--- config.mk ---
export PLATFORM = sky130hd
export DESIGN_NAME = sercore_runctl
export DESIGN_NICKNAME = d
export VERILOG_FILES = /design/src/rtl/sercore_runctl_pkg.sv /design/src/rtl/sercore_runctl_fsm.sv /design/src/rtl/sercore_runctl_svc.sv /design/src/rtl/sercore_runctl_w1c.sv /design/src/rtl/sercore_runctl.sv
export SDC_FILE = /design/constraint.sdc
export NUM_CORES = 1
export LEC_CHECK = 0
export ABC_CLOCK_PERIOD_IN_PS = 2400
export BUFFER_PORTS_ARGS = -buffer_cell sky130_fd_sc_hd__buf_2
export CAP_MARGIN = 20
export CORE_MARGIN = 2
export CORE_UTILIZATION = 40
export CTS_CLUSTER_SIZE = 8
export DETAILED_ROUTE_END_ITERATION = 16
export GPL_TIMING_DRIVEN = 0
export PLACE_DENSITY_LB_ADDON = 0.12
export RECOVER_POWER = 50
export REMOVE_ABC_BUFFERS = 1
export SYNTH_ARGS = -nofsm -noshare
export SYNTH_HDL_FRONTEND = slang
export SYNTH_SLANG_ARGS = --single-unit
--- constraint.sdc ---
create_clock -name clk -period 2.4 [get_ports clk]
set_input_delay 0.24 -clock clk [delete_from_list [all_inputs] [get_ports clk]]
set_output_delay 0.24 -clock clk [all_outputs]
set_load 0.05 [all_outputs]
--- src/rtl/sercore_runctl_pkg.sv ---
// Package: shared state codes and register indices for the run-state controller.
// Assumes a 32-bit register bus addressed by a 3-bit word index.
package sercore_runctl_pkg;

    localparam int BUS_W = 32;
    localparam int IDX_W = 3;

    typedef enum logic [1:0] {
        ST_RESET = 2'b00,
        ST_RUN   = 2'b01,
        ST_CLR   = 2'b10,
        ST_PAUSE = 2'b11
    } run_code_e;

    localparam logic [IDX_W-1:0] REG_STATE  = 3'd0;
    localparam logic [IDX_W-1:0] REG_SWRST  = 3'd1;
    localparam logic [IDX_W-1:0] REG_OPSTAT = 3'd2;
    localparam logic [IDX_W-1:0] REG_ERRFLG = 3'd3;
    localparam logic [IDX_W-1:0] REG_ERREN  = 3'd4;
    localparam logic [IDX_W-1:0] REG_MSTAT  = 3'd5;

    localparam int OP_OUT_SVC_BIT = 8;
    localparam int OP_IN_SVC_BIT  = 9;

endpackage

--- src/rtl/sercore_runctl_fsm.sv ---
// Module: run-state machine with settle window and two-step pause-to-reset.
// Assumes SETTLE_CYC >= 1. wr_i is a state-register write strobe, and
// range_ok_i says that the upper write bits are zero.
module sercore_runctl_fsm
    import sercore_runctl_pkg::*;
#(
    parameter int SETTLE_CYC = 4
) (
    input  logic       clk,
    input  logic       rst_n,
    input  logic       wr_i,
    input  logic [1:0] wcode_i,
    input  logic       range_ok_i,
    input  logic       swrst_i,
    output run_code_e  code_o,
    output logic       valid_o,
    output logic       enter_reset_o
);
    localparam int CNT_W = $clog2(SETTLE_CYC + 1);
    localparam logic [CNT_W-1:0] CNT_LOAD = CNT_W'(SETTLE_CYC);
    localparam logic [CNT_W-1:0] CNT_ONE  = CNT_W'(1);

    run_code_e        cur_q, tgt_q;
    logic [CNT_W-1:0] cnt_q;
    logic             valid_q;
    logic             armed_q;
    logic             accept, reset_req, done;
    run_code_e        wcode;

    // Decode the incoming write and the end of the settle window.
    always_comb begin
        wcode     = run_code_e'(wcode_i);
        accept    = wr_i && valid_q && range_ok_i;
        reset_req = (wcode == ST_RESET) || (wcode == ST_CLR);
        done      = !valid_q && (cnt_q == CNT_ONE);
    end

    // State, target, settle counter and pause arming.
    always_ff @(posedge clk) begin
        if (!rst_n) begin
            cur_q   <= ST_RESET;
            tgt_q   <= ST_RESET;
            cnt_q   <= '0;
            valid_q <= 1'b1;
            armed_q <= 1'b0;
        end else if (swrst_i) begin
            tgt_q   <= ST_RESET;
            cnt_q   <= CNT_LOAD;
            valid_q <= 1'b0;
            armed_q <= 1'b0;
        end else if (accept) begin
            if (cur_q == ST_PAUSE && reset_req && !armed_q) begin
                armed_q <= 1'b1;
            end else begin
                armed_q <= 1'b0;
                tgt_q   <= reset_req ? ST_RESET : wcode;
                cnt_q   <= CNT_LOAD;
                valid_q <= 1'b0;
            end
        end else if (done) begin
            cur_q   <= tgt_q;
            valid_q <= 1'b1;
            cnt_q   <= '0;
        end else if (!valid_q) begin
            cnt_q <= cnt_q - CNT_ONE;
        end
    end

    // Outputs to the register view and to the flag logic.
    always_comb begin
        code_o        = cur_q;
        valid_o       = valid_q;
        enter_reset_o = done && (tgt_q == ST_RESET) && !swrst_i;
    end

    // the reported code only moves when valid returns.
    p_busy_code_stable_r2: assert property (@(posedge clk) disable iff (!rst_n)
        !valid_q |=> ($stable(cur_q) || valid_q));

    // a write during the window leaves the target untouched.
    p_busy_write_ignored_r3: assert property (@(posedge clk) disable iff (!rst_n)
        (wr_i && !valid_q && !swrst_i) |=> $stable(tgt_q));

    // arming happens only from a settled pause.
    p_arm_only_in_pause_r4: assert property (@(posedge clk) disable iff (!rst_n)
        $rose(armed_q) |-> (cur_q == ST_PAUSE && valid_q));

    // a software reset always opens a settle window.
    p_swrst_drops_valid_r5: assert property (@(posedge clk) disable iff (!rst_n)
        swrst_i |=> !valid_q);

endmodule

--- src/rtl/sercore_runctl_svc.sv ---
// Module: edge-generated service flags with write-one-to-clear.
// Index 0 is the output flag (falling edge), index 1 the input flag (rising).
// Assumes hold_i is high while the machine is in reset; flush_i wins over all.
module sercore_runctl_svc (
    input  logic       clk,
    input  logic       rst_n,
    input  logic       hold_i,
    input  logic       flush_i,
    input  logic [1:0] lvl_i,
    input  logic [1:0] clr_i,
    output logic [1:0] svc_o
);
    localparam logic [1:0] FALL_SEL = 2'b01;

    for (genvar g = 0; g < 2; g++) begin : g_flag
        logic prev_q, flag_q, edge_hit;

        // Pick the edge direction for this flag.
        always_comb begin
            if (FALL_SEL[g]) edge_hit = prev_q && !lvl_i[g];
            else             edge_hit = !prev_q && lvl_i[g];
        end

        // Track the level and update the sticky flag.
        always_ff @(posedge clk) begin
            if (!rst_n) begin
                prev_q <= 1'b0;
                flag_q <= 1'b0;
            end else begin
                prev_q <= lvl_i[g];
                if (flush_i)                    flag_q <= 1'b0;
                else if (edge_hit && !hold_i)   flag_q <= 1'b1;
                else if (clr_i[g])              flag_q <= 1'b0;
            end
        end

        assign svc_o[g] = flag_q;

        // a flush leaves the flag clear.
        p_flush_clears_r7: assert property (@(posedge clk) disable iff (!rst_n)
            flush_i |=> !flag_q);

        // the flag never sets while held in reset.
        p_no_set_in_hold_r8: assert property (@(posedge clk) disable iff (!rst_n)
            (hold_i && !flag_q) |=> !flag_q);
    end

endmodule

--- src/rtl/sercore_runctl_w1c.sv ---
// Module: bank of sticky event bits, cleared by writing one.
// Assumes set_i and clr_i are already aligned to the bank's bit 0; set wins.
module sercore_runctl_w1c #(
    parameter int W = 5
) (
    input  logic         clk,
    input  logic         rst_n,
    input  logic [W-1:0] set_i,
    input  logic [W-1:0] clr_i,
    output logic [W-1:0] flags_o
);
    logic [W-1:0] flags_q;

    // Keep bits until cleared; new events take priority.
    always_ff @(posedge clk) begin
        if (!rst_n) flags_q <= '0;
        else        flags_q <= (flags_q & ~clr_i) | set_i;
    end

    assign flags_o = flags_q;

    // a one written without a new event clears the bit.
    p_w1c_clears_r10: assert property (@(posedge clk) disable iff (!rst_n)
        (|(clr_i & ~set_i)) |=> ((flags_q & $past(clr_i & ~set_i)) == '0));

    // bits not cleared stay set.
    p_sticky_r11: assert property (@(posedge clk) disable iff (!rst_n)
        1'b1 |=> ((flags_q & $past(flags_q & ~clr_i)) == $past(flags_q & ~clr_i)));

endmodule

--- src/rtl/sercore_runctl.sv ---
// Module: top of the run-state controller: decodes writes and muxes reads.
// It joins the state machine, the service flags and two sticky banks.
// Assumes single-cycle writes and combinational reads on a word index.
module sercore_runctl
    import sercore_runctl_pkg::*;
#(
    parameter int SETTLE_CYC = 4,
    parameter int ERR_LSB    = 2,
    parameter int ERR_W      = 5,
    parameter int MST_LSB    = 2,
    parameter int MST_W      = 24
) (
    input  logic               clk,
    input  logic               rst_n,
    input  logic               wr_en_i,
    input  logic [IDX_W-1:0]   addr_i,
    input  logic [BUS_W-1:0]   wdata_i,
    output logic [BUS_W-1:0]   rdata_o,
    input  logic               out_nempty_i,
    input  logic               out_full_i,
    input  logic               in_nempty_i,
    input  logic [ERR_W-1:0]   err_evt_i,
    input  logic [MST_W-1:0]   mst_evt_i,
    output logic               engine_en_o,
    output logic               flush_o,
    output logic               err_irq_o
);
    run_code_e        code;
    logic             valid, enter_reset, in_reset;
    logic             wr_state, wr_swrst, wr_op, wr_err, wr_en_reg, wr_mst;
    logic             range_ok;
    logic [1:0]       svc, svc_clr, live_lvl;
    logic [ERR_W-1:0] err_flags, err_clr, err_en_q;
    logic [MST_W-1:0] mst_flags, mst_clr;

    // Write decode per register.
    always_comb begin
        wr_state  = wr_en_i && (addr_i == REG_STATE);
        wr_swrst  = wr_en_i && (addr_i == REG_SWRST) && wdata_i[0];
        wr_op     = wr_en_i && (addr_i == REG_OPSTAT);
        wr_err    = wr_en_i && (addr_i == REG_ERRFLG);
        wr_en_reg = wr_en_i && (addr_i == REG_ERREN);
        wr_mst    = wr_en_i && (addr_i == REG_MSTAT);
        range_ok  = (wdata_i[BUS_W-1:2] == '0);
        svc_clr   = wr_op  ? {wdata_i[OP_IN_SVC_BIT], wdata_i[OP_OUT_SVC_BIT]} : 2'b00;
        err_clr   = wr_err ? wdata_i[ERR_LSB +: ERR_W] : '0;
        mst_clr   = wr_mst ? wdata_i[MST_LSB +: MST_W] : '0;
        live_lvl  = {in_nempty_i, out_nempty_i};
    end

    sercore_runctl_fsm #(.SETTLE_CYC(SETTLE_CYC)) u_fsm (
        .clk           (clk),
        .rst_n         (rst_n),
        .wr_i          (wr_state),
        .wcode_i       (wdata_i[1:0]),
        .range_ok_i    (range_ok),
        .swrst_i       (wr_swrst),
        .code_o        (code),
        .valid_o       (valid),
        .enter_reset_o (enter_reset)
    );

    assign in_reset = (code == ST_RESET);

    sercore_runctl_svc u_svc (
        .clk     (clk),
        .rst_n   (rst_n),
        .hold_i  (in_reset),
        .flush_i (enter_reset),
        .lvl_i   (live_lvl),
        .clr_i   (svc_clr),
        .svc_o   (svc)
    );

    sercore_runctl_w1c #(.W(ERR_W)) u_err (
        .clk     (clk),
        .rst_n   (rst_n),
        .set_i   (err_evt_i),
        .clr_i   (err_clr),
        .flags_o (err_flags)
    );

    sercore_runctl_w1c #(.W(MST_W)) u_mst (
        .clk     (clk),
        .rst_n   (rst_n),
        .set_i   (mst_evt_i),
        .clr_i   (mst_clr),
        .flags_o (mst_flags)
    );

    // Error-enable register: only the implemented flag positions are kept.
    always_ff @(posedge clk) begin
        if (!rst_n)         err_en_q <= '0;
        else if (wr_en_reg) err_en_q <= wdata_i[ERR_LSB +: ERR_W];
    end

    // Read mux; live FIFO bits are hidden while in reset.
    always_comb begin
        rdata_o = '0;
        case (addr_i)
            REG_STATE: begin
                rdata_o[1:0] = code;
                rdata_o[2]   = valid;
            end
            REG_OPSTAT: begin
                rdata_o[0] = out_nempty_i && !in_reset;
                rdata_o[1] = out_full_i   && !in_reset;
                rdata_o[2] = in_nempty_i  && !in_reset;
                rdata_o[OP_OUT_SVC_BIT] = svc[0];
                rdata_o[OP_IN_SVC_BIT]  = svc[1];
            end
            REG_ERRFLG: rdata_o[ERR_LSB +: ERR_W] = err_flags;
            REG_ERREN:  rdata_o[ERR_LSB +: ERR_W] = err_en_q;
            REG_MSTAT:  rdata_o[MST_LSB +: MST_W] = mst_flags;
            default:    rdata_o = '0;
        endcase
    end

    // Data-path controls.
    always_comb begin
        engine_en_o = (code == ST_RUN);
        flush_o     = enter_reset;
        err_irq_o   = |(err_flags & err_en_q);
    end

    // the engine stops on the cycle after a flush.
    p_no_engine_after_flush_r6: assert property (@(posedge clk) disable iff (!rst_n)
        flush_o |=> !engine_en_o);

endmodule

Word-level counts from Yosys, hierarchy flattened:

Index checks and enable logic that the tools add are counted.

* output and inout bits: 35
* flip-flop bits (word level): 47
* logic and storage cells: 106
* bits of input ports: 70

* bitwise gates (word level): 11
* equality and inequality tests: 13
* muxes and demuxes: 24
* reductions and logical operators: 44
* $add $sub $neg: 1

Operator list (count)
* zero test 30 bit: 1
* bitwise AND 24 bit: 1
* 2-to-1 mux 24 bit: 1
* NOT 24 bit: 1
* bitwise OR 24 bit: 1
* logical AND 1 bit: 21
* 2-to-1 mux 16 bit: 1
* 2-to-1 mux 3 bit: 5
* one-hot mux 4 bit (3 select lines): 1
* bitwise AND 5 bit: 2
* 2-to-1 mux 1 bit: 10
* one-hot mux 2 bit (2 select lines): 2
* AND reduction 2 bit: 4
* == test 3 x 1 -> 1 bit, second input constant: 2
* == test 3 x 2 -> 1 bit, second input constant: 2
* == test 3 bit, second input constant: 2
* zero test 1 bit: 6
* zero test 2 bit: 3
* 2-to-1 mux 5 bit: 1
* NOT 5 bit: 1
* bitwise OR 5 bit: 1
* one-hot mux 1 bit (5 select lines): 1
* OR reduction 5 bit: 1
* == test 2 bit, second input constant: 2
* other kinds (14): 20

Logic depth before layout (Yosys ltp):

* depth after elaboration: 7
* mapped depth: 6
* depth with buffers taken out: 6

By module:

From an unflattened synthesis, not the netlist that was laid out.

* cells, all modules: 284
* area, all modules: 2580.0 um2

Modules (own cells, without submodules)
* sercore_runctl: area an instance 950.9 um2, seq. area each 100.1 um2, cells each 132, instances 1
* sercore_runctl_w1c (u_mst): area an instance 833.3 um2, seq. area each 480.5 um2, cells each 74, instances 1
* sercore_runctl_fsm: area an instance 435.4 um2, seq. area each 180.2 um2, cells each 48, instances 1
* sercore_runctl_w1c (u_err): area an instance 206.4 um2, seq. area each 100.1 um2, cells each 15, instances 1
* sercore_runctl_svc: area an instance 153.9 um2, seq. area each 80.1 um2, cells each 15, instances 1

Worst setup path before layout:

Ideal clock, no wire load.

* path type: reg-to-output
* start: reg u_fsm.cur_q[1], in the netlist u_fsm.code_o[1]
* end: out rdata_o[0]
* path slack: -0.757 ns
* buffers on the path: 0
* data required time: 2.160 ns
* arrival: 2.917 ns
* stages on the path, launching flop included: 3
* path through: dfxtp_1 -> a21oi_1 -> a2111oi_0

* longest elaborated chain between the ends: 4

Ends and longest elaborated chain
* from (decl): RTL line sercore_runctl_fsm.sv:23 `run_code_e cur_q, tgt_q;`
* from (signal assigned): RTL line sercore_runctl_fsm.sv:61 `cur_q <= tgt_q;`
* zero test 2 bit: RTL line sercore_runctl.sv:63 `assign in_reset = (code == ST_RESET);`
* zero test 1 bit: RTL line sercore_runctl.sv:106 `rdata_o[0] = out_nempty_i && !in_reset;`
* logical AND 1 bit: RTL line sercore_runctl.sv:106
* one-hot mux 2 bit (2 select lines): RTL line sercore_runctl.sv:100 `case (addr_i)`
* to (decl): RTL line sercore_runctl.sv:18 `output logic [BUS_W-1:0] rdata_o,`

No other way between the ends.

Worst setup path in the final report:

* start: reg u_fsm.valid_q, in the netlist u_fsm.valid_o
* end: reg u_fsm.valid_q, in the netlist u_fsm.valid_o

* longest elaborated chain between the ends: 4
* elaborated cells on any way between the ends: 9
* those cells by class: eq/ne (1); mux (2); reduce/logical (6)

Ends and longest elaborated chain
* from (decl): RTL line sercore_runctl_fsm.sv:25 `logic valid_q;`
* from (signal assigned): RTL line sercore_runctl_fsm.sv:44 `valid_q <= 1'b1;`
* from (signal assigned): RTL line sercore_runctl_fsm.sv:49 `valid_q <= 1'b0;`
* from (signal assigned): RTL line sercore_runctl_fsm.sv:58 `valid_q <= 1'b0;`
* logical AND 1 bit / zero test 1 bit (equally long branches): RTL line sercore_runctl_fsm.sv:33, sercore_runctl_fsm.sv:35
* logical AND 1 bit, on equally long branches: RTL line sercore_runctl_fsm.sv:33, sercore_runctl_fsm.sv:35
* inequality test 3 x 2 -> 1 bit (no source line) (tied with other cells)
* AND reduction 2 bit (no source line) / 2-to-1 mux 1 bit (equally long branches)

Parallel ways exist; a longest one is shown, timed or not.
A chain may end at the register's enable or synchronous reset.

==> metrics.txt <==
Slew Limit Headroom=-4.17%; Most used DFF post-synth=dfxtp_1; CP Max Fanout=7; drt initial violations=57; syn avg cell area=9.37 um^2; Worst Setup End Kind=flop; Final Hold Fails=0; final wirelength=5.86 mm; vias in the first global route=2069; initial antenna violation count=0; FMAX=~470 MHz; WHS Endpoint=u_err.flags_o[3]$_SDFF_PN0_; Worst-Margin Slew=approximately 1.6 ns; status=complete, but fails checks; setup TNS=0 ns; count leader, synth=dfxtp_1; Synth top area share=40.2%; failing checks=max-capacitance violations, max-slew violations; R2R Path End=u_fsm.valid_o$_SDFFE_PN1P_; Worst setup SP type=flop; # DRC=0; top-level I/O count=105; final setup fails=0; unique cell type count in the Yosys netlist=40; cell taking the most area after synthesis=dfxtp_1; R2R cell count=4; CP max-delay cell=nor4_2; Vias/cell=5.11; drt wl/cell=14.1 um; cell count after synthesis=250; H-tree depth=2; num rows=27; R2R setup slack=about 0.27 ns; Net count, final=approximately 410; Power Density=577 nW/um^2; first-pass GRT wire length=9.52 mm; P_leak=between 1 and 1.5 nW; worst r2r src=u_fsm.valid_o$_SDFFE_PN1P_; Post-DRT Antenna Nets=0; PortBufs=98; RSZ-0062 raised after global routing=false; Commonest cells post-synth=dfxtp_1, o21a_1, a21boi_0; skew final=just over 0.005 ns; Resize count post-CTS=0; Final min period=2.13 ns; Cells after DPL=407; period utilisation layout=88.8%; die width=approximately 81 um; Critical Path AT=2.22 ns; Synth warnings=0; total grt overflow=0; hold buffers post-CTS=0; maxcap violations=1; Synth area leaders=dfxtp_1, o21a_1, a21boi_0; Die Y=a little over 80 um; TritonRoute pass-1 iters=4; ys async rst share=0%; diodes inserted=0; CTS tree=yes; crit-path cells=nor4b_2, nand4_2, nor4_2, o311ai_0; Hold Path Origin=err_evt_i[3]; clock tree buffer depth=2; DIE AREA=6480 um^2; Layout Cells excl Fill=414; CTS root buf=clkbuf_8; worst min-delay path class=in -> reg; largest net degree at the start of global routing=37; clk_lat worst skew=~0.30 ns; largest stage delay on the critical path=~0.76 ns; number of synthesized flops with an enable pin=0; Vias=2117; Post CTS Setup Buffer Count=0; Placer Congestion=0.799; max-slew violations=37; Hold Path Cell Cnt=2; Area growth syn-to-layout=24.3%; clock net sink count=47; clock-pin slew on the worst setup and hold paths=0.09 ns; dpl hpwl=4.37 mm; sequential area share after synthesis=40.2%; synthesized flop and latch total=47; Max VDD drop=0.360 mV; WS Path Type=reg -> reg; Worst Path Required=2.49 ns; Cell Area, Synth=2340 um^2; global-route total usage across every layer=19.1%; CTS Buf Count=5; layout cells sized above 1=27.5%; Initial Util=between 40 and 50%; core area=about 5600 um^2
## flip-flops by register name, summed over array words and instances, names as in the netlist
name / count
u_fsm.code_o: 2
u_svc.g_flag.flag_q: 2
u_fsm.valid_o: 1
u_fsm.armed_q: 1
u_err.flags_o: 5
err_en_q: 5
u_fsm.cnt_q: 3
u_fsm.tgt_q: 2
u_svc.g_flag.prev_q: 2
u_mst.flags_o: 24
## per-layer routing
metal / GRT usage (%) / share of wire, % / up-vias
met5: 0 / 0 / -
met4: 5.08 / 1.1 / 0
met3: 6.52 / 7.5 / 6
met2: 29.1 / 43 / 78
met1: 25.7 / 49 / 949
li1: - / - / 1084
## stage by stage
step	util (%)	total power [W]	hold slack [ns]	setup WS [ns]	area, um^2
after floorplan	-	0.00101	0.331	-0.757	2260
after global placement	51.0	0.00113	0.445	-0.0718	2840
after detailed placement	51.0	0.00113	0.452	-0.0527	2840
after CTS	52.9	0.00169	0.135	0.240	2950
after global routing	52.2	0.00176	0.124	0.0594	2910
final	52.2	0.00168	0.135	0.270	2910
## placed cells by master (no fill, tap or decap), drive strengths merged, types with 2 or more instances in the layout
cell type  netlist  layout
nor3             4       4
o31ai            2       2
clkbuf          10      21
conb             1       6
o21a            30      30
nor2b            4       4
nor3b            4       4
and3b            2       2
inv              7       7
nand2           10      10
a21boi          29      29
nor4b            2       2
and2            19      19
o21ai            3       3
nor2            13      13
a22o            11      11
a2111oi          2       2
nor4             7       7
dfxtp           47      47
nand3            5       5
ha               2       2
buf              8      83
mux2i           10      10
a21oi            5       5
## critical path: cells and delay by family, from the launching register on
family | cells | cell delay (ns)
AO/OA/AOI/OAI | 1 | 0.19
AND/OR/NAND/NOR | 3 | 1.27
flip-flops | 1 | 0.46
## layout make-up
type                    count  area (um^2)
clock inverters             1         30.0
clock buffers               6         72.6
fillers                   565         2660
well taps                  72         90.1
flip-flops and latches     47          941
multi-input cells         183         1280
repair buffers             98          472
inverters                   7         26.3
## where the power goes
group          leakage [nW]  switching (W)  total (W)  internal, W
Clock                0.0513       0.000267   0.000573     0.000306
Combinational         0.818       0.000159   0.000269     0.000110
Sequential            0.389      0.0000187   0.000839     0.000820
Total                  1.26       0.000445    0.00168      0.00124
## worst max path at each step
stage                                  from                           end  slack (ns)
4_1_cts                           addr_i[0]   u_mst.flags_o[5]$_SDFF_PN0_        0.24
3_5_place_dp                      addr_i[0]   u_mst.flags_o[5]$_SDFF_PN0_       -0.05
2_1_floorplan  u_fsm.code_o[1]$_SDFFE_PN0P_                    rdata_o[0]       -0.76
6_report         u_fsm.valid_o$_SDFFE_PN1P_    u_fsm.valid_o$_SDFFE_PN1P_        0.27
5_1_grt                           addr_i[0]  u_mst.flags_o[13]$_SDFF_PN0_        0.06
3_3_place_gp                      addr_i[0]   u_mst.flags_o[0]$_SDFF_PN0_       -0.07
## cells by family after synthesis
| group | count (synthesis) | synth area share [%] |
|---|---|---|
| other cells | 1 | 0.160 |
| compound gates | 89 | 28.8 |
| flops | 47 | 40.2 |
| mux | 11 | 4.75 |
| fa+ha+maj | 2 | 1.07 |
| buf+inv | 25 | 5.29 |
| simple gates | 75 | 19.7 |
Note: power is estimated with default switching activity, not from simulation.
